--- config.mk ---
export PLATFORM = sky130hd
export DESIGN_NAME = tick_counter8
export DESIGN_NICKNAME = d
export VERILOG_FILES = /design/src/rtl/tick_counter8.sv
export SDC_FILE = /design/constraint.sdc
export NUM_CORES = 1
export LEC_CHECK = 0
export BUFFER_PORTS_ARGS = -buffer_cell sky130_fd_sc_hd__clkbuf_2
export CAP_MARGIN = 40
export CORE_MARGIN = 1
export CORE_UTILIZATION = 50
export CTS_BUF_LIST = sky130_fd_sc_hd__clkbuf_4
export DETAILED_ROUTE_END_ITERATION = 12
export PLACE_DENSITY_LB_ADDON = 0.25
export SLEW_MARGIN = 20
export SYNTH_ARGS = -nofsm -noshare
export SYNTH_HDL_FRONTEND = slang
export SYNTH_SLANG_ARGS = --single-unit
--- constraint.sdc ---
create_clock -name clk -period 2.53 [get_ports clk]
set_input_delay 0.506 -clock clk [delete_from_list [all_inputs] [get_ports clk]]
set_output_delay 0.506 -clock clk [all_outputs]
set_load 0.1 [all_outputs]
--- src/rtl/tick_counter8.sv ---
`timescale 1ns/1ps
module tick_counter8 (
  input  logic       clk,
  input  logic       rst_n,
  input  logic [2:0] tick_sel,
  input  logic [2:0] seq_mode,
  input  logic [7:0] cmp_a,
  input  logic       ext_pin,
  input  logic       cnt_we,
  input  logic [7:0] cnt_wdata,
  input  logic       ovf_clr,
  output logic [7:0] count,
  output logic       ovf_flag,
  output logic       irq
);
  localparam logic [2:0] SEQ_UPDN_FF = 3'd1;
  localparam logic [2:0] SEQ_CLR_CMP = 3'd2;
  localparam logic [2:0] SEQ_UPDN_A  = 3'd5;

  logic [9:0] pre;
  logic [2:0] pin_sh;
  logic       up, tick, hit, nxt_up, updn;
  logic [7:0] top, nxt;

  always_ff @(posedge clk or negedge rst_n)
    if (!rst_n) begin
      pre    <= '0;
      pin_sh <= '0;
    end else begin
      pre    <= pre + 10'd1;
      pin_sh <= {pin_sh[1:0], ext_pin};
    end

  always_comb
    case (tick_sel)
      3'd1:    tick = 1'b1;
      3'd2:    tick = &pre[2:0];
      3'd3:    tick = &pre[5:0];
      3'd4:    tick = &pre[7:0];
      3'd5:    tick = &pre;
      3'd6:    tick = !pin_sh[1] && pin_sh[2];
      3'd7:    tick = pin_sh[1] && !pin_sh[2];
      default: tick = 1'b0;
    endcase

  assign updn = (seq_mode == SEQ_UPDN_FF) || (seq_mode == SEQ_UPDN_A);
  assign top  = (seq_mode == SEQ_UPDN_A) ? cmp_a : 8'hFF;

  always_comb begin
    nxt    = count + 8'd1;
    nxt_up = up;
    hit    = 1'b0;
    if (updn) begin
      if (up && count < top) begin
        nxt = count + 8'd1;
      end else if (count == 8'd0) begin
        nxt    = count;
        nxt_up = 1'b1;
      end else begin
        nxt    = count - 8'd1;
        nxt_up = (count == 8'd1);
        hit    = (count == 8'd1);
      end
    end else begin
      hit = (count == 8'hFF);
      if (seq_mode == SEQ_CLR_CMP && count == cmp_a) nxt = 8'd0;
    end
  end

  always_ff @(posedge clk or negedge rst_n)
    if (!rst_n) begin
      count    <= '0;
      up       <= 1'b1;
      ovf_flag <= 1'b0;
    end else begin
      if (cnt_we)    count <= cnt_wdata;
      else if (tick) count <= nxt;
      if (!updn)                  up <= 1'b1;
      else if (tick && !cnt_we)   up <= nxt_up;
      if (tick && !cnt_we && hit) ovf_flag <= 1'b1;
      else if (ovf_clr)           ovf_flag <= 1'b0;
    end

  assign irq = ovf_flag;

  a_r2_stopped_holds: assert property (@(posedge clk) disable iff (!rst_n)
    (tick_sel == 3'd0 && !cnt_we) |=> (count == $past(count)));
  a_r5_write_wins: assert property (@(posedge clk) disable iff (!rst_n)
    cnt_we |=> (count == $past(cnt_wdata)));
  a_r6_normal_steps: assert property (@(posedge clk) disable iff (!rst_n)
    (seq_mode == 3'd0 && tick && !cnt_we) |=> (count == $past(count) + 8'd1));
  a_r7_clear_on_match: assert property (@(posedge clk) disable iff (!rst_n)
    (seq_mode == SEQ_CLR_CMP && tick && !cnt_we && count == cmp_a) |=> (count == 8'd0));
  a_r9_flag_sticky: assert property (@(posedge clk) disable iff (!rst_n)
    (ovf_flag && !ovf_clr) |=> ovf_flag);
  a_r9_flag_needs_tick: assert property (@(posedge clk) disable iff (!rst_n)
    $rose(ovf_flag) |-> ($past(tick) && !$past(cnt_we)));
endmodule

==> impl_metrics.yaml <==
sta:
  hold_viol: 0
  setup_viol: 0
  slew_violations: 0
  fmaxAchievable_mhz: 417
  worst_pin_slew_ps: 576
  relSlewSlack_pct: 61.6
  setup_ws_ps: 131
  period_minus_slack_ps: 2400
  rsz0062_at_grt: "false"
  fin_skew_ps: 7.10
  period_share_pct: 94.8
  timing.hold.ws_ps: 139
route:
  finalWirelength_um: 4430
  drt_iter0_markers: 124
  via_count: 1708
  viasPerCell: 5.85
  drc: 0
  postRouteAntennaNets: 0
  dr.pass1.iters: 4
  wire_per_inst_um: 15.2
setup_path:
  path_cells: "clkbuf_2, nor2b_4, nand2_4, nor2_1, ha_1, nand4_1, a211oi_2, o31a_1, mux2i_1, a31o_1, a221o_1"
  crit_fanout: 7
  criticalPathCategory: "input pin to register"
  arrival_ps: 2630
  end_kind: "register"
  start_kind: "input pin"
  path_buf_inv: 1
  cp.required_ps: 2770
  cpPeakStageDelay_ps: 400
  crit_slowest_cell: "a211oi_2"
  path_delay_family: "compound AO/OA/AOI/OAI gates"
placed_design:
  place_ws_ps: -290
  placed_area_um2: 2200
  hpwl_um: 3470
  dp_cells: 288
  portBuffers: 36
  gp_congestion: 0.893
clock_network:
  clockRootBuffer: "clkbuf_4"
  clockBufferDepth: 2
  clk_latency_ps: 330
  cts_made_buffers: 3
  clkSlewWorstSetupHoldPaths_ps: 150
  cts.sinks: 23
  cts_hold_buf: 0
  post_cts_buffers: 0
  tritoncts: "done"
  cts_max_level: 1
synthesis:
  async_reset_ff_share_pct: 100
  syn_avg_cell_area_um2: 9.49
  synthFlopType: "dfrtp_1"
  synth_top_area_cell: "dfrtp_1"
  ys_ff_latch: 23
  synth_edf_count: 0
  synth.area.top_cells: "dfrtp_1 (30%), ha_1 (8.8%), xnor2_1 (8.1%)"
  ys_seq_area_share_pct: 31.3
  yosys_warnings: 0
  syn_inst: 194
  syn_area_um2: 1840
  synth.distinct_cells: 66
  synth.top_cell.area_share_pct: 29.9
  syn-num-nets: 234
pwr:
  total_leakage_power_nw: 0.986
  power.density_nw_per_um2: 482
  power.ir.vdd_worst_mv: 0.316
finish:
  drive_above_1_share_pct: 35.4
  area_growth_syn_to_layout_pct: 21.5
  layout_commonest_cell: "clkbuf_2"
  diodes: 0
  final_nets: 287
  design_area_um2: 2240
  finalNonFillerCells: 292
  mostFrequentLayoutCells: "clkbuf_2 (36), buf_4 (23), xnor2_1 (17), dfrtp_1 (14)"
die:
  core_region_area_um2: 3440
  die_w_um: 62.7
  row_count: 21
  die-area_um2: 3930
  initial_core_util_pct: 53.5
  io_pins: 37
  die_y_um: 62.7
run:
  drv_cap: 0
outcome:
  status: "finished clean"
global_routing:
  globalRouteOverflowTotal: 0
  grt_pass1_vias: 1622
  antenna_found_initial: 0
  grt_max_degree: 24
  grtUsageTotal_pct: 24.1
  grt_pass1_wl_um: 7570
worst_hold_path:
  hold_path_class: "input pin to asynchronous set/reset pin"
==> worst reg2reg max path, cell delays in order (launching register included) <==
cell,delay (ps)
dfrtp_2,520
ha_1,310
nand4_1,150
a211oi_2,400
o31a_1,260
mux2i_1,130
a31o_1,240
a221o_1,280
==> through the flow <==
step / util, % / power, mW / setup TNS, ps
floorplan: - / 0.766 / -92.8
global placement: 63.9 / 0.884 / -1720
detailed placement: 63.9 / 0.888 / -2290
CTS: 64.8 / 1.08 / 0
global route: 65.0 / 1.13 / 0
finish: 65.0 / 1.08 / 0
==> final timing paths <==
kind | from | end | slack (ps) | cells after the start
worst min register to register | pin_sh[0]$_DFF_PN0_ | pin_sh[1]$_DFF_PN0_ | 370 | 0
worst min-delay path | rst_n | count[7]$_DFFE_PN0P_ | 140 | 1
worst max register to register | count[4]$_DFFE_PN0P_ | count[5]$_DFFE_PN0P_ | 150 | 7
max in group asynchronous | rst_n | count[0]$_DFFE_PN0P_ | 1980 | 1
min in group clk | ext_pin | pin_sh[0]$_DFF_PN0_ | 280 | 1
worst max-delay path | seq_mode[0] | count[5]$_DFFE_PN0P_ | 130 | 11
==> synthesized netlist by cell type (all sizes together) (2+ instances only) <==
cell type,count
nor2,13
xnor2,17
o31a,2
nor3,8
a311oi,2
and3,4
a221o,3
dfrtp,22
o311ai,3
nor3b,2
and4,2
clkbuf,4
nand2,9
buf,7
a211oi,2
ha,13
o31ai,2
a21oi,4
inv,8
xor2,2
o2111ai,2
o21ai,8
and3b,2
nand4,4
or3,4
nor2b,3
o211ai,2
and2,2
nand3,13
==> sequential cells by signal (all words and copies together), names as in the netlist <==
signal / flops
up: 1
pre: 10
count: 8
irq: 1
pin_sh: 3
==> where the power goes <==
group | switching (mW) | leakage [nW] | internal, mW | total [mW]
combinational | 0.309 | 0.702 | 0.155 | 0.465
sequential | 0.0306 | 0.270 | 0.392 | 0.422
clock | 0.130 | 0.0139 | 0.0606 | 0.190
total | 0.470 | 0.986 | 0.608 | 1.08
==> timing repair <==
item                                   in CTS  in global routing
setup endpoints to repair                   0                  8
gates resized for setup                     0                  2
endpoints found under the hold margin       0                  0
==> final cells by class <==
| type | instances | area [um2] |
|---|---|---|
| fill | 301 | 1200 |
| sequential | 23 | 587 |
| inverter | 9 | 33.8 |
| multi-input combinational | 151 | 1180 |
| clock buffer | 3 | 22.5 |
| tap | 46 | 57.6 |
| clock inverter | 1 | 7.51 |
| timing repair buffer | 59 | 353 |
==> kinds of logic (layout without fill, tap and decap cells) <==
family,after synthesis,after routing,share of synthesized area (%)
AO/OA/AOI/OAI,45,45,21.5
XOR/XNOR,19,19,9.04
adder cells (fa/ha/maj),13,13,8.83
buffers and inverters,20,72,6.11
flip-flops,23,23,31.3
multiplexers,1,1,0.543
AND/OR/NAND/NOR,73,73,22.6
==> metal layers <==
metal / GRT usage, % / vias to the layer above / wire (um)
met5: 0 / - / 0
met4: 6.98 / 0 / 34
met3: 2.74 / 5 / 241
met2: 37.5 / 59 / 1970
met1: 35.0 / 812 / 2180
li1: - / 832 / -
Note: power is estimated with default switching activity, not from simulation.
